## config.mk

```make
export PLATFORM = sky130hd
export DESIGN_NAME = load_use_stall
export DESIGN_NICKNAME = d
export VERILOG_FILES = /design/src/rtl/hz_pkg.sv /design/src/rtl/hz_match.sv /design/src/rtl/hz_detect.sv /design/src/rtl/hz_exreg.sv /design/src/rtl/load_use_stall.sv
export SDC_FILE = /design/constraint.sdc
export NUM_CORES = 1
export LEC_CHECK = 0
export ABC_AREA = 1
export BUFFER_PORTS_ARGS = -buffer_cell sky130_fd_sc_hd__buf_2
export CAP_MARGIN = 25
export CELL_PAD_IN_SITES_DETAIL_PLACEMENT = 2
export CELL_PAD_IN_SITES_GLOBAL_PLACEMENT = 2
export CORE_UTILIZATION = 19
export DETAILED_ROUTE_END_ITERATION = 8
export PLACE_DENSITY = 0.79
export RECOVER_POWER = 100
export SYNTH_ARGS = -nofsm -noshare
export SYNTH_HDL_FRONTEND = slang
export SYNTH_SLANG_ARGS = --single-unit
```

## constraint.sdc

```tcl
create_clock -name clk -period 2.45 [get_ports clk]
set_input_delay 0.49 -clock clk [delete_from_list [all_inputs] [get_ports clk]]
set_output_delay 0.49 -clock clk [all_outputs]
set_load 0.02 [all_outputs]
```

## src/rtl/hz_pkg.sv

```systemverilog
package hz_pkg;

    // Width of a register specifier
    localparam int REG_AW = 5;

    // Control word carried from register read into execute
    typedef struct packed {
        logic              valid;
        logic              reg_wr;
        logic              mem_wr;
        logic              load;
        logic [REG_AW-1:0] dst;
    } ctl_t;

    // A non-executing slot: every enable and the destination cleared
    function automatic ctl_t ctl_empty();
        ctl_t c;
        c.valid  = 1'b0;
        c.reg_wr = 1'b0;
        c.mem_wr = 1'b0;
        c.load   = 1'b0;
        c.dst    = '0;
        return c;
    endfunction

    // Is this entry a load whose result would be consumed by a register read?
    function automatic logic ctl_is_producing_load(ctl_t c);
        return c.valid && c.load && c.reg_wr && (c.dst != '0);
    endfunction

endpackage

```

## src/rtl/hz_match.sv

```systemverilog
module hz_match #(
    parameter int AW = hz_pkg::REG_AW
) (
    input  logic          src_use,
    input  logic [AW-1:0] src,
    input  logic [AW-1:0] load_dst,
    output logic          hit
);
    // A field only counts when the instruction really reads it
    always_comb begin
        hit = src_use && (src == load_dst);
    end
endmodule

```

## src/rtl/hz_detect.sv

```systemverilog
module hz_detect
    import hz_pkg::*;
#(
    parameter int NSRC = 2
) (
    input  logic            clk,
    input  logic            rst,
    input  ctl_t            ex_ctl,
    input  logic            rd_valid,
    input  logic [NSRC-1:0] src_hit,
    output logic            stall
);
    logic load_live;
    logic any_hit;

    always_comb begin
        load_live = ctl_is_producing_load(ex_ctl);
        any_hit   = |src_hit;
        stall     = load_live && rd_valid && any_hit;
    end


    always_ff @(posedge clk) begin
        if (!rst && ex_ctl.dst == '0)
            zero_dst_chk: assert (!stall) else $error("stall on register 0 load");
    end


    always_ff @(posedge clk) begin
        if (!rst && !(ex_ctl.load && ex_ctl.reg_wr))
            non_load_chk: assert (!stall) else $error("stall without a writing load");
    end
endmodule

```

## src/rtl/hz_exreg.sv

```systemverilog
module hz_exreg
    import hz_pkg::*;
(
    input  logic clk,
    input  logic rst,
    input  logic bubble,
    input  ctl_t rd_ctl,
    output ctl_t ex_ctl
);
    ctl_t ex_q;

    always_ff @(posedge clk) begin
        if (rst)
            ex_q <= ctl_empty();
        else if (bubble)
            ex_q <= ctl_empty();
        else
            ex_q <= rd_ctl;
    end

    assign ex_ctl = ex_q;


    bubble_clear_chk: assert property (@(posedge clk) disable iff (rst)
        bubble |=> (!ex_ctl.valid && !ex_ctl.reg_wr && !ex_ctl.mem_wr && !ex_ctl.load))
        else $error("bubble did not clear execute word");


    pass_through_chk: assert property (@(posedge clk) disable iff (rst)
        !bubble |=> (ex_ctl == $past(rd_ctl)))
        else $error("execute word differs from captured entry");
endmodule

```

## src/rtl/load_use_stall.sv

```systemverilog
module load_use_stall
    import hz_pkg::*;
#(
    parameter int NSRC = 2
) (
    input  logic                         clk,
    input  logic                         rst,
    input  logic                         rd_valid,
    input  logic [NSRC-1:0][REG_AW-1:0]  rd_src,
    input  logic [NSRC-1:0]              rd_src_use,
    input  logic                         rd_load,
    input  logic                         rd_reg_wr,
    input  logic                         rd_mem_wr,
    input  logic [REG_AW-1:0]            rd_dst,
    output logic                         pc_hold,
    output logic                         ifrd_hold,
    output logic                         bubble,
    output logic                         ex_valid,
    output logic                         ex_reg_wr,
    output logic                         ex_mem_wr,
    output logic                         ex_load,
    output logic [REG_AW-1:0]            ex_dst
);
    ctl_t            rd_ctl;
    ctl_t            ex_ctl;
    logic [NSRC-1:0] src_hit;
    logic            stall;

    always_comb begin
        rd_ctl.valid  = rd_valid;
        rd_ctl.reg_wr = rd_reg_wr;
        rd_ctl.mem_wr = rd_mem_wr;
        rd_ctl.load   = rd_load;
        rd_ctl.dst    = rd_dst;
    end

    // One comparator per source field
    for (genvar g = 0; g < NSRC; g++) begin : g_src
        hz_match #(.AW(REG_AW)) u_match (
            .src_use  (rd_src_use[g]),
            .src      (rd_src[g]),
            .load_dst (ex_ctl.dst),
            .hit      (src_hit[g])
        );
    end

    hz_detect #(.NSRC(NSRC)) u_detect (
        .clk      (clk),
        .rst      (rst),
        .ex_ctl   (ex_ctl),
        .rd_valid (rd_valid),
        .src_hit  (src_hit),
        .stall    (stall)
    );

    hz_exreg u_exreg (
        .clk    (clk),
        .rst    (rst),
        .bubble (stall),
        .rd_ctl (rd_ctl),
        .ex_ctl (ex_ctl)
    );

    assign pc_hold   = stall;
    assign ifrd_hold = stall;
    assign bubble    = stall;
    assign ex_valid  = ex_ctl.valid;
    assign ex_reg_wr = ex_ctl.reg_wr;
    assign ex_mem_wr = ex_ctl.mem_wr;
    assign ex_load   = ex_ctl.load;
    assign ex_dst    = ex_ctl.dst;


    stall_once_chk: assert property (@(posedge clk) disable iff (rst)
        pc_hold |=> !pc_hold)
        else $error("stall held for two cycles");


    idle_rd_chk: assert property (@(posedge clk) disable iff (rst)
        !rd_valid |-> !pc_hold)
        else $error("stall for an invalid read entry");
endmodule

```

==> results of run 1 <==
cell type report:
class,count,share of cell area [%]
sequential,9,25.4
inverter,27,14.3
multi-input combinational,54,29.6
tap,30,5.28
timing repair buffer,34,21.8
clock buffer,4,3.70
critical path, delay by kind of cell, from the launching register on:
kind / cells / cell delay (ns)
buf+inv: 3 / 0.39
flops: 1 / 0.42
simple gates: 6 / 0.46
cell usage after synthesis:
cell	number	share of area [%]
buf_4	2	2.9
dfxtp_1	9	35
inv_1	26	19
inv_2	1	0.73
nand2_1	30	22
nand2_2	1	1.2
nand2_4	1	2.2
nand3_1	2	1.9
nand4_1	2	2.4
nor2_1	18	13
power groups by stage:
| stage | clock network (µW) | logic (µW) | registers [µW] |
|---|---|---|---|
| finish | 114 | 71.5 | 161 |
| floorplan | 0 | 31.1 | 173 |
| global route | 128 | 82.7 | 162 |
| global placement | 0 | 72.6 | 164 |
| CTS | 121 | 76.9 | 162 |
| detailed placement | 0 | 76.6 | 165 |
worst max path at each step:
stage / start / end / slack (ns)
after floorplan: u_exreg.ex_ctl[3]$_SDFF_PP0_ / ifrd_hold / 0.66
after global placement: rd_src[6] / pc_hold / 0.64
after detailed placement: rd_src[9] / bubble / 0.62
after CTS: u_exreg.ex_ctl[4]$_SDFF_PP0_ / bubble / 0.44
after global routing: u_exreg.ex_ctl[4]$_SDFF_PP0_ / ifrd_hold / 0.23
final: u_exreg.ex_ctl[4]$_SDFF_PP0_ / bubble / 0.42
metrics by stage:
stage / hold WS [ns] / instances / worst slack, ns / power, µW / util, %
5_1_grt: 0.441 / 158 / 0.233 / 373 / 28.2
4_1_cts: 0.432 / 158 / 0.443 / 360 / 29.2
2_1_floorplan: 0.602 / 92 / 0.660 / 204 / -
3_3_place_gp: 0.705 / 154 / 0.641 / 237 / 28.1
6_report: 0.439 / 158 / 0.417 / 347 / 28.2
3_5_place_dp: 0.715 / 154 / 0.618 / 241 / 28.1
logic make-up (layout without fill, tap and decap cells):
kind of cell,count (synthesis),in the layout
buffers and inverters,29,65
DFF,9,9
and+or+nand+nor,54,54
cells in the final DEF, fill, tap and decap left out:
| master | instances |
|---|---|
| dfxtp_1 | 9 |
| clkbuf_1 | 13 |
| inv_1 | 27 |
| buf_2 | 22 |
| nand3_1 | 2 |
| nand2_1 | 32 |
| nor2_1 | 18 |
| nand4_1 | 2 |
| clkbuf_4 | 3 |
per-layer routing:
metal | routed length, µm | part of all wire [%] | up-vias | GRT usage, %
met4 | 31 | 1.9 | 0 | 7.69
met3 | 118 | 7.3 | 4 | 2.82
met2 | 804 | 50 | 25 | 23.2
met5 | 0 | 0 | - | 0
met1 | 655 | 41 | 281 | 14.9
li1 | - | - | 325 | -
==> run metrics, run 1 <==
P_sw 101 µW; crit path max fanout 5; Worst Hold Depth 3; post-route cell area 711 µm²; Crit Reg-Reg Endpoint u_exreg.ex_ctl[2]$_SDFF_PP0_; cts hold-fix bufs 0; CP max stage cell dfxtp_1; worst rel slew slack 79.1%; mux cell area share after synthesis 0%; # clock sinks 9; detailed placement HPWL 1.39 mm; setup tns final 0 ns; R2R depth 9; H-Tree Depth 1; final worst path period share 83.0%; initial cell density of the core 20.5%; Int Power 246 µW; CP startpoint kind flip-flop; Most Frequent Cell on Critical Path nand2_1; status finished, final reports clean; post-route DRC violation count 0; CTS Buf Count 3; Slew @ Worst Pin 0.313 ns; IO Pins 35; CORE AREA 0.00252 mm²; synthesis-to-layout area growth 37.5%; Hold Crit Start rd_dst[1]; Combinational Power Share 20.6%; post-synthesis cell count 92; CTS tree done; Data required, critical path 1.96 ns; PwrDens 488 mW/mm²; CTS Buffer Depth 2; # rows 18; clock skew 0.000788 ns; switching share of power 29.0%; number of fill cells in the layout 341; Post-Synth Adder-Cell Area 0%; # Post-CTS Setup Buffers 0; worst hold endpoint u_exreg.ex_ctl[1]$_SDFF_PP0_; Tot GR Track Use 13.4%; Iteration-0 DRC Markers 2; Final Hold Vio Count 0; n_diodes 0; Reg2Reg Launch Point u_exreg.ex_ctl[4]$_SDFF_PP0_; post_cts resized 0; crit path kind flip-flop to primary output; compound-cell area share of the yosys netlist 0%; vias post-DR 635; multi-input logic area 210 µm²; Via density 4.02; first-pass GRT wire length 2.78 mm; largest family of logic cells by synthesized area simple AND/OR/NAND/NOR gates; maximum clock rate 492 MHz; syn_nets 115; CP peak stage delay 0.42 ns; register area share after synthesis 34.9%; Synth Cell Area 517 µm²; unrepaired setup endpoints after global routing no; synthesized flop and latch total 9; Die X 54.2 µm; simple-gate share of the synthesized area 42.6%; Crit. End Element primary output; power share of the clock group 32.8%; Finish-stage setup viols 0; post-route ant nets 0; Clock transition at path regs 0.06 ns; Post-DP Area 709 µm²; RD Place Congestion 0.795; Sequential Area 180 µm²; Worst VDD drop 319 µV; Leak 0.000469 µW; maxcap violations 0; Reg power frac 46.6%; first drt pass iteration count 2; DRT Wirelength 1.61 mm; gr ovfl total 0; nets 152; largest net degree at the start of global routing 10; Die Ht 54.2 µm; max reg flops 9; Slew Viols, Final 0; mean post-synth cell area 5.62 µm²; Unique masters post-synth 10; full die area 0.00293 mm²; worst hold path class input pin to flip-flop; Worst Path Arrival 1.54 ns; Yosys warning total 0; Worst R2R Setup Slack 1.03 ns; PortBufs 34; WL/cell 10.2 µm; Synth Area in XOR/XNOR 0%; clk root buf clkbuf_4; crit-path cells inv_1 -> nand2_1 -> nand2_1 -> nor2_1 -> nand3_1 -> nand2_1 -> nand2_1 -> inv_1 -> clkbuf_1; initial antenna violation count 0; Worst-Skew Late Latency 0.26 ns; layout cell share with drive strength beyond 1 19.5%; vias in the first global route 701; post-layout min period 2.03 ns
(Power assumes the default switching activity.)
==> inputs of run 2 (changes only) <==
Settings changed: CORE_UTILIZATION 19 to 15, PLACE_DENSITY 0.79 to 0.67.
Clock period 2.45 ns to 1.8 ns, I/O delays scaled along.
==> run metrics, run 2 (synthesis gave the netlist of run 1 again) <==
clk root buf clkbuf_4; full die area 0.00368 mm²; max reg flops 9; first drt pass iteration count 2; CP peak stage delay 0.37 ns; Worst VDD drop 219 µV; CORE AREA 0.00315 mm²; unrepaired setup endpoints after global routing yes; status finished, final reports clean; crit-path cells inv_4 -> nand2_2 -> nand2_2 -> nor2_2 -> nand3_1 -> nand2_1 -> nand2_2 -> inv_2 -> buf_6; Data required, critical path 1.44 ns; detailed placement HPWL 1.46 mm; vias post-DR 659; post-route DRC violation count 0; Clock transition at path regs 0.06 ns; Die Ht 60.7 µm; Sequential Area 194 µm²; Slew @ Worst Pin 0.303 ns; Fin Hold WS 0.302 ns; n_diodes 0; number of fill cells in the layout 413; CP startpoint kind flip-flop; CTS tree done; Slew Viols, Final 0; WL/cell 9.52 µm; CTS Buf Count 3; Worst Path Arrival 1.34 ns; synthesis-to-layout area growth 56.9%; CTS Buffer Depth 2; # rows 20; Die X 60.7 µm; initial antenna violation count 0; crit path kind flip-flop to primary output; crit path max fanout 4; Final Hold Vio Count 0; leading cell type in the layout, fill and taps excluded nand2_1; Tot GR Track Use 10.4%; gr ovfl total 0; highest-count cells in the layout ignoring fill and taps nand2_1 (27), buf_2 (23), inv_1 (22); cts hold-fix bufs 0; Crit. End Element primary output; PortBufs 34; Worst R2R Setup Slack 0.37 ns; RD Place Congestion 0.720; layout cell share with drive strength beyond 1 37.7%; initial cell density of the core 16.4%; vias in the first global route 659; post-layout min period 1.70 ns; Finish-stage setup viols 0; clock skew 0.00582 ns; DRT Wirelength 1.66 mm; Most Frequent Cell on Critical Path nand2_2; IO Pins 35; first-pass GRT wire length 2.74 mm; maximum clock rate 588 MHz; largest net degree at the start of global routing 10; CP max stage cell dfxtp_4; worst hold path class input pin to flip-flop; setup tns final 0 ns; Iteration-0 DRC Markers 4; Worst-Skew Late Latency 0.26 ns; nets 154; PwrDens 595 mW/mm²; maxcap violations 0; Via density 3.79; final worst path period share 94.4%; H-Tree Depth 1; post-route ant nets 0; multi-input logic area 238 µm²; Leak 0.000497 µW; # clock sinks 9; worst rel slew slack 79.7%
[run 2: stage by stage]
step / instances / setup WS, ns / instance area (µm²) / power, µW / utilization [%]
after floorplan: 92 / 0.140 / 517 / 278 / -
after global placement: 168 / 0.221 / 727 / 324 / 23.1
after detailed placement: 168 / 0.184 / 727 / 330 / 23.1
after CTS: 172 / -0.0150 / 758 / 490 / 24.0
after global routing: 174 / -0.0101 / 811 / 523 / 25.7
final: 174 / 0.100 / 811 / 482 / 25.7
[run 2: layout make-up]
type	count	area share (%)
Sequential cell	9	23.9
Multi-Input combinational cell	54	29.3
Tap cell	44	6.79
Inverter	27	12.8
Timing Repair Buffer	36	23.9
Clock buffer	4	3.24
[run 2: where the power goes]
group,switching (µW),internal [µW]
registers,10.2,209
logic,63.6,44.6
clock network,69.3,85.3
total,143,339
[run 2: critical path: cells and delay by family (launching register included)]
kind                   cells  cell delay (ns)
buffers and inverters      3             0.24
DFF                        1             0.37
and+or+nand+nor            6             0.47
[run 2: per-layer routing]
layer	wire length, µm	part of all wire [%]	global-route usage, %	vias up
li1	-	-	-	331
met1	629	38	11.2	301
met2	898	54	18.8	23
met3	103	6.2	2.35	4
met4	25	1.5	5.84	0
met5	0	0	0	-
[run 2: what timing repair did]
item                                    4_1_cts  5_1_grt
setup buffers                                 0        2
pin swaps                                     0        8
gates resized for setup                       3       24
endpoints found under the setup margin        3        3
[run 2: worst paths after layout]
path	start	depth (start not counted)	end
setup reg to reg	u_exreg.ex_ctl[2]$_SDFF_PP0_	10	u_exreg.ex_ctl[8]$_SDFF_PP0_
setup / recovery	u_exreg.ex_ctl[2]$_SDFF_PP0_	9	bubble
hold / removal	rd_dst[0]	3	u_exreg.ex_ctl[0]$_SDFF_PP0_
hold reg to reg	u_exreg.ex_ctl[7]$_SDFF_PP0_	6	u_exreg.ex_ctl[0]$_SDFF_PP0_
==> inputs of run 3 (changes only) <==
Settings changed: CORE_UTILIZATION 15 to 16, PLACE_DENSITY 0.67 to 0.7, SYNTH_HIERARCHICAL set to 1.
==> run metrics, run 3 <==
status finished with violations; violated checks setup timing; Worst setup startpoint u_exreg/ex_ctl[1]$_SDFF_PP0_; Final Hold Vio Count 0; DRT Wirelength 1.38 mm; CP startpoint kind flip-flop; Die Ht 58.8 µm; maximum clock rate 538 MHz; Post-synth top cells nand2_1 (25), inv_1 (24), nor2_1 (19), dfxtp_1 (9), xnor2_1 (4); Worst Hold Depth 3; largest net degree at the start of global routing 10; Via density 3.60; CTS Buffer Depth 2; Buf+Inv Stages, Crit Path 2; Hold Crit Start rd_dst[3]; mean post-synth cell area 5.93 µm²; post-synthesis cell count 87; CTS Buf Count 3; Synth area leaders dfxtp_1 (35%), nand2_1 (18%), inv_1 (17%); Synth Cell Area 515 µm²; n_diodes 0; setup tns final -0.171 ns; Worst path top cell family by delay simple AND/OR/NAND/NOR gates; Unique masters post-synth 9; post-route cell area 776 µm²; Worst VDD drop 332 µV; M1 GR Usage 9.27%; crit-path cells inv_2 -> nand2_1 -> nand2_1 -> nor2_1 -> nand2_1 -> nor2_2 -> or2_0 -> nand2_1 -> nor2_4 -> buf_6; unrepaired setup endpoints after global routing yes; worst hold path class input pin to flip-flop; Tot GR Track Use 8.47%; highest-count cells in the layout ignoring fill and taps nand2_1 (26), buf_2 (23), inv_1 (22); Worst Path Arrival 1.50 ns; Leak 0.000434 µW; Finish-stage setup viols 3; post-layout min period 1.86 ns; clock skew 0.00136 ns; Post-synth ARST share 0%; cts hold-fix bufs 0; Iteration-0 DRC Markers 10; number of flops mapped to enable cells by yosys 0; Clock transition at path regs 0.06 ns; Crit. End Element primary output; syn_nets 110; clk root buf clkbuf_4; CP peak stage delay 0.37 ns; Final WS setup -0.0578 ns; Reg2Reg Launch Point u_exreg/ex_ctl[1]$_SDFF_PP0_; vias post-DR 604; crit path kind flip-flop to primary output; largest area contributor in the netlist dfxtp_1; maxcap violations 0; synthesized flop and latch total 9; Slew Viols, Final 0; first-pass GRT wire length 2.20 mm; CP max stage cell dfxtp_4; R2R depth 12; max reg flops 9; vias in the first global route 576; CTS tree done; # clock sinks 9; layout cell share with drive strength beyond 1 29.8%; crit path max fanout 6; Data required, critical path 1.44 ns; post-route DRC violation count 0; worst rel slew slack 79.5%; most instantiated library cell after synthesis nand2_1; RD Place Congestion 0.676; grt met3 use 1.98%; GRT busiest layer met2; Post-DP Area 733 µm²; Most Frequent Cell on Critical Path nand2_1; register area share after synthesis 35.0%; CORE AREA 0.00305 mm²; H-Tree Depth 1; IO Pins 35; Worst R2R Setup Slack 0.22 ns; detailed placement HPWL 1.17 mm; Levels on crit path 10; first drt pass iteration count 2; gr ovfl total 0; Die X 58.8 µm; PortBufs 34; Worst-Skew Late Latency 0.26 ns; WL/cell 8.23 µm; leading cell type in the layout, fill and taps excluded nand2_1; post-route ant nets 0; post-synth top area share 35.0%; top_reg_cell synth dfxtp_1; Yosys warning total 6; PwrDens 616 mW/mm²; final worst path period share 103%; nets 148; # rows 20; initial antenna violation count 0; initial cell density of the core 16.9%; full die area 0.00345 mm²; GR met2 Demand/Resource 14.8%; Slew @ Worst Pin 0.307 ns; synthesis-to-layout area growth 50.5%
## run 3: logic make-up (layout without fill, tap and decap cells)
| group | after synthesis | in the layout | share of synthesized area, % |
|---|---|---|---|
| XOR/XNOR | 4 | 4 | 6.80 |
| buffers and inverters | 26 | 63 | 20.4 |
| flip-flops | 9 | 9 | 35.0 |
| AND/OR/NAND/NOR | 48 | 48 | 37.9 |
## run 3: final cells by class
class,instances,area [µm²]
clock buffers,4,26.3
fillers,405,2280
inverters,24,90.1
multi-input cells,52,230
flip-flops and latches,9,188
well taps,44,55.1
repair buffers,35,186
## run 3: power by group
group	switching [µW]	internal, µW
clock network	72.3	85.6
logic	55.2	44.5
registers	11.2	209
## run 3: per-layer routing
layer | routed length, µm | vias up
met2 | 684 | 22
met5 | 0 | -
met4 | 0 | 0
met1 | 581 | 272
met3 | 116 | 0
li1 | - | 310
## run 3: through the flow
stage | utilization [%] | cells | setup slack [ns] | total power [µW] | hold slack, ns
6_report | 25.4 | 168 | -0.0578 | 478 | 0.305
3_3_place_gp | 24.0 | 163 | 0.0693 | 326 | 0.573
5_1_grt | 25.4 | 168 | -0.220 | 509 | 0.313
3_5_place_dp | 24.0 | 163 | 0.0258 | 329 | 0.585
2_1_floorplan | - | 87 | 0.0455 | 283 | 0.472
4_1_cts | 26.0 | 168 | -0.114 | 494 | 0.293
## run 3: worst min-delay path, delay by kind of cell
| kind | cells | cell delay, ns |
|---|---|---|
| buffers and inverters | 2 | 0.14 |
| AND/OR/NAND/NOR | 1 | 0.03 |
## run 3: what timing repair did
action / CTS / global route
pin swaps: 4 / 0
endpoints found under the setup margin: 3 / 3
setup buffers: 1 / 0
gates resized for setup: 12 / 0
cloned: 0 / 0
## run 3: final timing paths
path / to
min: u_exreg/ex_ctl[3]$_SDFF_PP0_
max: bubble
min reg2reg: u_exreg/ex_ctl[4]$_SDFF_PP0_
max reg2reg: u_exreg/ex_ctl[2]$_SDFF_PP0_
